==> config.mk <==
export PLATFORM = sky130hd
export DESIGN_NAME = cfg_seq_cell
export DESIGN_NICKNAME = d
export VERILOG_FILES = /design/src/rtl/cfg_cell_pkg.sv /design/src/rtl/clk_event_gen.sv /design/src/rtl/dual_edge_capture.sv /design/src/rtl/serial_addsub.sv /design/src/rtl/osc_clamp.sv /design/src/rtl/cfg_seq_cell.sv
export SDC_FILE = /design/constraint.sdc
export NUM_CORES = 1
export LEC_CHECK = 0
export BUFFER_PORTS_ARGS = -buffer_cell sky130_fd_sc_hd__buf_2
export CAP_MARGIN = 15
export CORE_UTILIZATION = 40
export CTS_CLUSTER_SIZE = 30
export DETAILED_ROUTE_END_ITERATION = 16
export PLACE_DENSITY = 0.76
export SLEW_MARGIN = 15
export SYNTH_ARGS = -nofsm -noshare
export SYNTH_HDL_FRONTEND = slang
export SYNTH_SLANG_ARGS = --single-unit
==> constraint.sdc <==
create_clock -name clk -period 1.7 [get_ports clk]
set_input_delay 0.17 -clock clk [delete_from_list [all_inputs] [get_ports clk]]
set_output_delay 0.17 -clock clk [all_outputs]
set_load 0.005 [all_outputs]
==> src/rtl/cfg_cell_pkg.sv <==
package cfg_cell_pkg;

  localparam int CFG_W       = 32;
  localparam int FN_LSB      = 0;
  localparam int FN_W        = 3;
  localparam int SRC_BIT     = 3;
  localparam int SUB_BIT     = 4;
  localparam int CLAMP_OFF_B = 16;
  localparam int CLAMP_VAL_B = 17;

  typedef enum logic [FN_W-1:0] {
    FN_DFF   = 3'd0,
    FN_PASS  = 3'd1,
    FN_DUAL  = 3'd2,
    FN_TOG   = 3'd3,
    FN_JK    = 3'd4,
    FN_LATCH = 3'd5,
    FN_ARITH = 3'd6,
    FN_RSVD  = 3'd7
  } fn_e;

  typedef struct packed {
    fn_e  fn;
    logic use_alt;
    logic subtract;
    logic clamp_off;
    logic clamp_val;
  } cell_cfg_t;

  function automatic cell_cfg_t decode_cfg(input logic [CFG_W-1:0] w);
    cell_cfg_t c;
    c.fn        = fn_e'(w[FN_LSB +: FN_W]);
    c.use_alt   = w[SRC_BIT];
    c.subtract  = w[SUB_BIT];
    c.clamp_off = w[CLAMP_OFF_B];
    c.clamp_val = w[CLAMP_VAL_B];
    return c;
  endfunction

endpackage

==> src/rtl/clk_event_gen.sv <==
module clk_event_gen #(
  parameter int SYNC_STAGES = 2
) (
  input  logic clk,
  input  logic rst,
  input  logic alt_clk,
  input  logic use_alt,
  output logic ev_rise,
  output logic ev_fall
);
  localparam int LAST = SYNC_STAGES - 1;

  logic [SYNC_STAGES-1:0] sync_q;
  logic                   prev_q;

  generate
    if (SYNC_STAGES == 1) begin : g_one
      always_ff @(posedge clk) begin
        if (rst) sync_q <= '0;
        else     sync_q <= alt_clk;
      end
    end else begin : g_chain
      always_ff @(posedge clk) begin
        if (rst) sync_q <= '0;
        else     sync_q <= {sync_q[SYNC_STAGES-2:0], alt_clk};
      end
    end
  endgenerate

  always_ff @(posedge clk) begin
    if (rst) prev_q <= 1'b0;
    else     prev_q <= sync_q[LAST];
  end

  always_comb begin
    if (use_alt) begin
      ev_rise = sync_q[LAST] & ~prev_q;
      ev_fall = ~sync_q[LAST] & prev_q;
    end else begin
      ev_rise = 1'b1;
      ev_fall = 1'b0;
    end
  end

endmodule

==> src/rtl/dual_edge_capture.sv <==
module dual_edge_capture (
  input  logic clk,
  input  logic rst,
  input  logic ev_rise,
  input  logic ev_fall,
  input  logic d,
  output logic q_nxt
);
  logic rise_q, fall_q, last_fall_q;

  always_ff @(posedge clk) begin
    if (rst) begin
      rise_q      <= 1'b0;
      fall_q      <= 1'b0;
      last_fall_q <= 1'b0;
    end else begin
      if (ev_rise) begin
        rise_q      <= d;
        last_fall_q <= 1'b0;
      end else if (ev_fall) begin
        fall_q      <= d;
        last_fall_q <= 1'b1;
      end
    end
  end

  always_comb begin
    if (ev_rise || ev_fall) q_nxt = d;
    else if (last_fall_q)   q_nxt = fall_q;
    else                    q_nxt = rise_q;
  end

  assert_rise_capture_R4: assert property (@(posedge clk) disable iff (rst)
    ev_rise |=> (rise_q == $past(d)));

  assert_fall_capture_R4: assert property (@(posedge clk) disable iff (rst)
    (ev_fall && !ev_rise) |=> (fall_q == $past(d)));

endmodule

==> src/rtl/serial_addsub.sv <==
module serial_addsub (
  input  logic clk,
  input  logic rst,
  input  logic active,
  input  logic ev,
  input  logic subtract,
  input  logic a,
  input  logic b,
  output logic sum
);
  logic carry_q, carry_nxt;

  always_comb begin
    sum = a ^ b ^ carry_q;
    if (subtract) carry_nxt = (~a & b) | (~(a ^ b) & carry_q);
    else          carry_nxt = (a & b) | (carry_q & (a ^ b));
  end

  always_ff @(posedge clk) begin
    if (rst || !active) carry_q <= 1'b0;
    else if (ev)        carry_q <= carry_nxt;
  end

  assert_carry_clear_R8: assert property (@(posedge clk) disable iff (rst)
    !active |=> !carry_q);

endmodule

==> src/rtl/osc_clamp.sv <==
module osc_clamp #(
  parameter int LOOP_WIN = 4
) (
  input  logic clk,
  input  logic rst,
  input  logic changed,
  input  logic enable,
  output logic engage
);
  localparam int RUN_W = $clog2(LOOP_WIN + 1);
  localparam logic [RUN_W-1:0] RUN_MAX = RUN_W'(LOOP_WIN);

  logic [RUN_W-1:0] run_q, run_nxt;

  always_comb begin
    if (!changed)              run_nxt = '0;
    else if (run_q == RUN_MAX) run_nxt = RUN_MAX;
    else                       run_nxt = run_q + 1'b1;
    engage = enable && (run_nxt == RUN_MAX);
  end

  always_ff @(posedge clk) begin
    if (rst) run_q <= '0;
    else     run_q <= run_nxt;
  end

  assert_run_bounded_R11: assert property (@(posedge clk) disable iff (rst)
    run_q <= RUN_MAX);

  assert_run_restart_R11: assert property (@(posedge clk) disable iff (rst)
    !changed |=> (run_q == '0));

endmodule

==> src/rtl/cfg_seq_cell.sv <==
module cfg_seq_cell
  import cfg_cell_pkg::*;
#(
  parameter int LOOP_WIN    = 4,
  parameter int SYNC_STAGES = 2
) (
  input  logic             clk,
  input  logic             rst,
  input  logic             alt_clk,
  input  logic             term_a,
  input  logic             term_b,
  input  logic             term_en,
  input  logic [CFG_W-1:0] cfg_word,
  output logic             cell_out
);
  cell_cfg_t cfg;
  logic      ev_rise, ev_fall;
  logic      dual_nxt, arith_sum;
  logic      state_q, state_nxt;
  logic      engage, clamp_q, bad_code;
  logic      unused_cfg;

  assign cfg        = decode_cfg(cfg_word);
  assign bad_code   = (cfg.fn == FN_RSVD);
  assign unused_cfg = ^{cfg_word[CFG_W-1:CLAMP_VAL_B+1], cfg_word[CLAMP_OFF_B-1:SUB_BIT+1]};

  clk_event_gen #(.SYNC_STAGES(SYNC_STAGES)) u_events (
    .clk     (clk),
    .rst     (rst),
    .alt_clk (alt_clk),
    .use_alt (cfg.use_alt),
    .ev_rise (ev_rise),
    .ev_fall (ev_fall)
  );

  dual_edge_capture u_dual (
    .clk     (clk),
    .rst     (rst),
    .ev_rise (ev_rise),
    .ev_fall (ev_fall),
    .d       (term_a),
    .q_nxt   (dual_nxt)
  );

  serial_addsub u_arith (
    .clk      (clk),
    .rst      (rst),
    .active   (cfg.fn == FN_ARITH),
    .ev       (ev_rise),
    .subtract (cfg.subtract),
    .a        (term_a),
    .b        (term_b),
    .sum      (arith_sum)
  );

  always_comb begin
    state_nxt = state_q;
    unique case (cfg.fn)
      FN_DFF:   if (ev_rise) state_nxt = term_a;
      FN_PASS:  state_nxt = term_a;
      FN_DUAL:  state_nxt = dual_nxt;
      FN_TOG:   if (ev_rise) state_nxt = state_q ^ term_a;
      FN_JK: begin
        if (ev_rise) begin
          unique case ({term_a, term_b})
            2'b00: state_nxt = state_q;
            2'b01: state_nxt = 1'b0;
            2'b10: state_nxt = 1'b1;
            2'b11: state_nxt = ~state_q;
          endcase
        end
      end
      FN_LATCH: if (term_en) state_nxt = term_a;
      FN_ARITH: if (ev_rise) state_nxt = arith_sum;
      FN_RSVD:  state_nxt = 1'b0;
    endcase
  end

  osc_clamp #(.LOOP_WIN(LOOP_WIN)) u_clamp (
    .clk     (clk),
    .rst     (rst),
    .changed (state_nxt != state_q),
    .enable  (!cfg.clamp_off),
    .engage  (engage)
  );

  always_ff @(posedge clk) begin
    if (rst) begin
      state_q  <= 1'b0;
      clamp_q  <= 1'b0;
      cell_out <= 1'b0;
    end else begin
      state_q <= state_nxt;
      clamp_q <= engage;
      if (bad_code)    cell_out <= 1'b0;
      else if (engage) cell_out <= cfg.clamp_val;
      else             cell_out <= state_nxt;
    end
  end

  assert_bad_code_zero_R10: assert property (@(posedge clk) disable iff (rst)
    bad_code |=> !cell_out);

  assert_clamp_force_R11: assert property (@(posedge clk) disable iff (rst)
    (engage && !bad_code) |=> (cell_out == $past(cfg.clamp_val)));

  assert_hold_no_event_R9: assert property (@(posedge clk) disable iff (rst)
    (cfg.fn == FN_DFF && !ev_rise && !clamp_q) |=> $stable(cell_out));

endmodule

Yosys cells after proc, flatten, opt, wreduce, memory -nomap -nowiden
Cells that the tools add are included.
W data, S select, Z words.

cells by class
  add/sub/neg operators = 1
  reductions and logical operators = 10
  multiplexer cells = 15
  bitwise gates (word level) = 17
  equal/unequal tests = 13

operator list
  operator               count
  $eq A3 B3 Y1 const B   6
  $mux W1                11
  $pmux W1 S8            1
  $and A1 B1 Y1          6
  $eq A3 B2 Y1 const B   2
  $mux W3                2
  $not A1 Y1             6
  $eq A2 B2 Y1 const B   2
  $pmux W1 S4            1
  $reduce_or A2 Y1       2
  $add A3 B1 Y3 const B  1
  $eq A3 B1 Y1 const B   1
  $logic_not A3 Y1       1
  $xor A1 B1 Y1          3
  $eq A2 B1 Y1 const B   1
  $logic_not A1 Y1       2
  $logic_not A2 Y1       1
  $logic_or A1 B1 Y1     2
  $or A1 B1 Y1           2
  $reduce_and A2 Y1      1
  $logic_and A1 B1 Y1    1
  $ne A1 B1 Y1           1

word-level totals
  word-level logic and storage cells = 65
  bits of input ports = 38
  register bits after elaboration = 12
  output and inout bits = 1

Longest topological paths before layout
Gate-level depths: netlist of run 1.

  depth in word-level cells = 11
  depth in mapped cells = 7
  mapped depth without buffers = 7

Hierarchy
A second synthesis of run 1 with hierarchy kept.

second synthesis, totals
  cells, all modules = 88
  area total of the unflattened synthesis = 769.5 um^2

by module, submodules not included
  module             instances  seq. area each (um^2)  cells an instance  area an instance (um^2)
  cfg_seq_cell       1          40.0                   37                 269.0
  osc_clamp          1          60.1                   18                 170.2
  dual_edge_capture  1          60.1                   14                 127.6
  serial_addsub      1          20.0                   10                 107.6
  clk_event_gen      1          60.1                   9                  95.1

Least setup slack after synthesis of run 1
Ideal clock, no wire load.

  path kind = reg2reg
  from = register u_events.sync_q[1]
  to = register u_clamp.run_q[1]
  arrival time = 1.643 ns
  stages on the path, launching flop included = 7
  required time = 1.614 ns
  buffers on the path = 0
  library setup time = 0.086 ns
  clock period less this slack = 1.729 ns
  setup slack = -0.029 ns
  path through = dfxtp_1 > nor2b_1 > or3_4 > and4_4 > o31ai_4 > nand3_2 > a211oi_1

on the way
  longest elaborated chain between the ends = 8
  elaborated cells between the ends (all ways) = 14
  classes of those cells = eq/ne: 1; mux: 9; bitwise: 3; reduce/logical: 1

RTL lines
  item                    line                     text
  start, declared         clk_event_gen.sv:13      logic [SYNC_STAGES-1:0] sync_q;
  start signal, assigned  clk_event_gen.sv:25      else sync_q <= {sync_q[SYNC_STAGES-2:0], alt_clk};
  $not A1 Y1              clk_event_gen.sv:38      ev_fall = ~sync_q[LAST] & prev_q;
  $and A1 B1 Y1           clk_event_gen.sv:38
  $mux W1                 clk_event_gen.sv:36      if (use_alt) begin
  $logic_or A1 B1 Y1      dual_edge_capture.sv:28  if (ev_rise || ev_fall) q_nxt = d;
  $mux W1                 dual_edge_capture.sv:28
  $pmux W1 S8 (*)         cfg_seq_cell.sv:58       unique case (cfg.fn)
  $ne A1 B1 Y1 (*)        cfg_seq_cell.sv:82       .changed (state_nxt != state_q),
  $mux W3 (*)             osc_clamp.sv:16          if (!changed) run_nxt = '0;
  end signal, assigned    osc_clamp.sv:24          else run_q <= run_nxt;
  end, declared           osc_clamp.sv:13          logic [RUN_W-1:0] run_q, run_nxt;

Every way passes the cells marked *; elsewhere a longest branch is shown, timed or not.
A chain may end at the register's enable or synchronous reset.

Worst setup path in the final report of run 1
  from = register u_events.sync_q[1]
  to = register u_clamp.run_q[0]

The elaborated chain is that of the path after synthesis.

==> metrics, run 1 <==
gp weighted congestion 0.831; root buffer cell clkbuf_4; top sig layer met4; Worst R2R Start u_events.sync_q[1]; Inserted Diodes 0; Max Clk Rate roughly 560 MHz; main combinational cell family by area after synthesis compound AO/OA/AOI/OAI gates; Port Buffer Count 13; Main synth FF type dfxtp_1; top cell type's share of synthesized area 0.305; Hold WC Path Type in2reg; WS Path Type reg2reg; H-tree depth 1; post-synthesis adder-cell area fraction 0.0827; worst relative slew slack 0.791; maximum vdd drop around 0.0005 V; worst setup margin -0.0956 ns; Psw approximately 0.00019 W; fill count about 150; Final #Nets between 150 and 200; post-route minimum period between 1.5 and 2 ns; met3 routed WL around 75 µm; post-synth cell types 33; I/O pins 39; Clock Latency Late Sink about 0.27 ns; largest area contributor in the netlist dfxtp_1; Final Hold Vio Count 0; Lkg Pwr 0.441 nW; initial antenna violation count 0; final worst path period share 1.06; Final ANT Viol Nets 0; Clock power frac 0.319; Reg2Reg Depth 6; area fraction in compound gates after synthesis 0.259; TritonCTS sink count 12; Std-Cell Core Area 1780 µm²; die area 2150 µm²; final wirelength 1.65 mm; post-synthesis net count 130; Area Overhead vs Synth 34.2%; crit path DAT just under 2 ns; layout cells sized above 1 0.436; Final Max Tran Viols 0; number of CTS-inserted buffers 3; CTS Hold Bufs 0; number of global-route vias before repair 660; Crit. Startpoint u_events.sync_q[1]; std cell rows 15; Seq/Total Area, Yosys 0.305; met2 WL approximately 760 µm; Comb pwr share 0.249; CTS tree done; Seq cells post-synth 12; # DRC 0; Synthesis Warnings 0; Clock Pin Slew Worst Setup and Hold Paths 0.08 ns; post-synthesis xor/xnor area fraction 0; initial DRC count 16; Reg power frac 0.432; CP Capture Type register; worst hold start alt_clk; Syn Area/Cell 8.94 µm²; reg2reg end u_clamp.run_q[0]; CP Launch Type register; max cap viols 0; largest net degree at the start of global routing 13; Post-synth EDFFs 0; mapped cell area 787 µm²; r2r setup slk -0.1 ns; Die Y around 46 µm; met1 wire length roughly 800 µm; wire length of the first global-routing pass between 2 and 3 mm; Post-DP HPWL ~1.2 mm; pre-CTS WS -0.106 ns; Async SR Flop Fraction 0; switching part of the total 0.274; endpoints failing setup 4; DR vias/cell 5.12; violated checks setup timing; setup TNS -0.281 ns; Max Root-Sink Buffers 2; drt pass-1 iters 4; initial core utilization 0.441; Critical Path RT between 1.5 and 2 ns; PwrDens 668 nW/µm²; unrepaired setup endpoints after global routing true; main area contributors after synthesis dfxtp_1, a211oi_1, fa_1; die width approximately 46 µm; Worst Skew 0.00372 ns; Power Internal around 0.00051 W; status complete, but fails checks; Tightest Pin Transition 0.310 ns; All-Layer GR Usage 0.181; vias post-DR ~730; worst-path fanout max 5; post-synthesis instance total 88; Hold Path Stages 2; drt wl/cell about 12 µm; simple-gate area share of the yosys netlist 0.219; WHS Endpoint u_events.sync_q[0]; grt total ovfl 0; multiplexer share of the synthesized area 0.0509
## sequential cells by signal, indices dropped and copies added (netlist names)
signal,count
u_clamp.run_q,3
u_events.sync_q,2
cell_out,1
state_q,1
u_arith.carry_q,1
u_dual.fall_q,1
u_dual.last_fall_q,1
u_dual.rise_q,1
u_events.prev_q,1
## logic make-up (layout without fill, tap and decap cells)
kind of cell	Yosys count	count (layout)
AND/OR/NAND/NOR	26	26
buffers and inverters	14	43
adder cells (fa/ha/maj)	4	4
AO/OA/AOI/OAI	28	28
multiplexers	4	4
flip-flops	12	12
## layout make-up
cell class	count	area, µm²	area share
Sequential cell	12	244	0.231
Tap cell	25	31.3	0.0296
Inverter	10	40.0	0.0379
Timing Repair Buffer	29	185	0.175
Multi-Input combinational cell	62	519	0.492
Clock buffer	4	36.3	0.0344
## placed cells by master (no fill, tap or decap), drive strengths merged, types with 2 or more instances in the layout
master  Yosys  layout
o21ai       4       4
mux2i       4       4
a21oi       6       6
a31oi       2       2
inv        10      10
nor2        3       3
nand3b      2       2
a311oi      2       2
nand2       5       5
nor2b       6       6
buf         3      29
clkbuf      1       4
fa          2       2
a211oi      7       7
ha          2       2
nand3       4       4
dfxtp      12      12
## power by group through the flow
stage                     Clock (W)  Sequential [W]  Combinational, W
final                      0.000225        0.000304          0.000176
after global routing       0.000243        0.000306          0.000193
after CTS                  0.000229        0.000304          0.000173
after detailed placement          0        0.000310          0.000154
after global placement            0        0.000309          0.000149
after floorplan                   0        0.000306         0.0000983
## repair_timing
action / in CTS / in global routing
endpoints found under the setup margin: 4 / 5
pin swaps: 8 / 5
endpoints found under the hold margin: 0 / 0
gates resized for setup: 8 / 4
setup buffers: 3 / 0
## worst max path at each step
stage               depth (start not counted)  slack (ns)          endpoint
finish                                      6        -0.1  u_clamp.run_q[0]
floorplan                                   6        0.01  u_clamp.run_q[1]
CTS                                         6       -0.07          cell_out
global placement                            7       -0.10  u_clamp.run_q[1]
detailed placement                          7       -0.11  u_clamp.run_q[2]
global route                                6       -0.18  u_clamp.run_q[0]
## critical path, stage by stage (launching register included)
cell	delay, ns
dfxtp_2	0.33
nor2b_4	0.12
or3_4	0.40
and4_4	0.16
o31ai_4	0.30
nand3_2	0.18
a211oi_2	0.23
## metal layers
metal	GRT usage	vias up
li1	-	376
met1	0.229	330
met2	0.269	19
met3	0.0745	2
met4	0.0765	0
met5	0	-
## stage by stage
stage	hold slack, ns	instance area (µm²)	utilization	cells	total power [W]
after floorplan	0.242	787	-	88	0.000405
after global placement	0.382	956	0.536	135	0.000458
after detailed placement	0.388	956	0.536	135	0.000464
after CTS	0.106	1050	0.589	142	0.000706
after global routing	0.107	1060	0.592	142	0.000742
final	0.110	1060	0.592	142	0.000705
## synth_stat cells (2+ instances only)
cell,count
a211oi_1,7
a21oi_1,6
a311oi_1,2
a31oi_1,2
buf_2,2
dfxtp_1,12
fa_1,2
ha_1,2
inv_1,9
mux2i_1,4
nand2_1,5
nand3_1,3
nand3b_1,2
nor2_1,3
nor2b_1,6
o21ai_0,4
Power figures use the tool's default switching activity.
==> run 2, diff against run 1 <==
--- a/config.mk
+++ b/config.mk
@@ -7,10 +7,10 @@
 export LEC_CHECK = 0
 export BUFFER_PORTS_ARGS = -buffer_cell sky130_fd_sc_hd__buf_2
 export CAP_MARGIN = 15
-export CORE_UTILIZATION = 40
+export CORE_UTILIZATION = 35
 export CTS_CLUSTER_SIZE = 30
 export DETAILED_ROUTE_END_ITERATION = 16
-export PLACE_DENSITY = 0.76
+export PLACE_DENSITY = 0.68
 export SLEW_MARGIN = 15
 export SYNTH_ARGS = -nofsm -noshare
 export SYNTH_HDL_FRONTEND = slang
==> run 2 against run 1 <==
Critical path depth stayed put. Maximum frequency increased by 0.22%. Critical endpoint is now u_clamp.run_q[1]. Clock skew fell by 0.00053 ns. Global-route usage decreased by 1.6 points. Register-to-register slack hardly changed. Worst setup slack better by 0.0039 ns. Wire length up 5.3%. Largest power group unchanged. The run still ends with setup timing left. Cell area down 2.3%. Power fell by 0.49%. Largest cell class unchanged.
==> metrics, run 2 (synthesized netlist as in run 1, its figures left out) <==
violated checks setup timing; crit path to u_clamp.run_q[1]; max reg flops 3; initial core utilization 0.385; layout cells sized above 1 0.412; status complete, but fails checks; final wirelength 1.74 mm; Clock Pin Slew Worst Setup and Hold Paths approximately 0.080 ns; Critical Path RT about 1.9 ns; endpoints failing setup 4; Lkg Pwr between 0.4 and 0.5 nW; fill count roughly 210; grt total ovfl 0; Worst Skew 0.00319 ns; placed cell area approximately 940 µm²; Worst R2R Start u_events.sync_q[1]; WS Path Type reg2reg; Final Max Tran Viols 0; drt wl/cell between 10 and 15 µm; r2r setup slk -0.09 ns; final worst path period share 1.05; Port Buffer Count 13; worst-path fanout max 5; Tightest Pin Transition between 0.2 and 0.3 ns; post-route minimum period 1.79 ns; gp weighted congestion about 0.83; largest net degree at the start of global routing 13; All-Layer GR Usage 0.165; max cap viols 0; CP Capture Type register; maximum vdd drop just under 0.0004 V; root buffer cell clkbuf_4; worst relative slew slack 0.811; Std-Cell Core Area approximately 2000 µm²; Die Y 49.4 µm; die area approximately 2400 µm²; Final Hold Vio Count 0; Max Clk Rate about 560 MHz; Clock Latency Late Sink roughly 0.28 ns; reg2reg end u_clamp.run_q[1]; most frequent cells in the layout buf_2, buf_4, dfxtp_1; CTS tree done; I/O pins 39; register area 244 µm²; H-tree depth 1; vias post-DR 730; Inserted Diodes 0; Final #Nets roughly 160; TritonCTS sink count 12; Final Cell Area slightly above 1000 µm²; Biggest register u_clamp.run_q; final core occ 0.506; Max Root-Sink Buffers 2; drt pass-1 iters 4; PwrDens 680 nW/µm²; # DRC 0; Crit. Startpoint u_events.sync_q[1]; largest registers u_clamp.run_q (3), u_events.sync_q (2); CP Launch Type register; Reg2Reg Depth 6; number of CTS-inserted buffers 3; CTS Hold Bufs 0; DR vias/cell slightly above 5; std cell rows 16; Multi-input gate area 515 µm²; hold_ws 0.113 ns; die width roughly 50 µm; Hold WC Path Type in2reg; worst setup margin -0.0917 ns; Post-DP HPWL about 1.3 mm; worst hold start alt_clk; unrepaired setup endpoints after global routing true; initial antenna violation count 0; number of global-route vias before repair about 760; crit path DAT about 2.0 ns; wire length of the first global-routing pass about 3.2 mm; initial DRC count 16; Final ANT Viol Nets 0; Area Overhead vs Synth 31.2%
-- run 2: cell count changes in the layout (fill, tap and decap cells not counted) --
| cell | before | now |
|---|---|---|
| a21oi_1 | 5 | 6 |
| a21oi_2 | 1 | 0 |
| buf_4 | 16 | 13 |
| o21ai_1 | 0 | 1 |
| o21ai_0 | 4 | 3 |
-- run 2: worst min path at each step --
stage	endpoint	slack [ns]	cells past startpoint
2_1_floorplan	u_events.sync_q[0]	0.24	1
3_3_place_gp	u_events.sync_q[0]	0.38	2
3_5_place_dp	u_events.sync_q[0]	0.41	2
4_1_cts	u_events.sync_q[0]	0.12	2
5_1_grt	u_events.sync_q[0]	0.12	2
6_report	u_events.sync_q[0]	0.11	2
-- run 2: per-layer routing --
layer	vias up	GRT usage	wire length, µm
met5	-	0	0
met4	0	0.0429	21
li1	368	-	-
met3	3	0.0280	63
met1	340	0.195	806
met2	19	0.304	843
-- run 2: worst max-delay path, cell delays in order, from the launching register on --
cell      delay [ns]
dfxtp_2         0.34
nor2b_4         0.12
or3_4           0.38
and4_4          0.17
o31ai_4         0.31
nand3_2         0.18
a211oi_2        0.23
-- run 2: area by class of cell --
type                            instances  area share
Tap cell                               27      0.0327
Clock buffer                            4      0.0352
Timing Repair Buffer                   26       0.158
Multi-Input combinational cell         62       0.499
Inverter                               10      0.0388
Sequential cell                        12       0.236
-- run 2: per-stage QoR --
stage,total power (W),instances,TNS [ns],setup slack [ns]
after floorplan,0.000405,88,0,0.0145
after global routing,0.000747,141,-0.740,-0.203
after CTS,0.000703,139,-0.263,-0.0767
after detailed placement,0.000462,135,-0.645,-0.182
final,0.000701,141,-0.280,-0.0917
after global placement,0.000456,135,-0.474,-0.130
-- run 2: timing repair --
item / in CTS / in global routing
resized for setup: 9 / 3
buffers inserted: 0 / 2
setup endpoints to repair: 4 / 4
hold endpoints to repair: 0 / 0
pin swaps: 6 / 2
-- run 2: where the power goes --
part	switching (W)	total, W	internal, W
Clock	0.0000978	0.000228	0.000130
Combinational	0.0000877	0.000169	0.0000812
Sequential	0.00000965	0.000304	0.000295
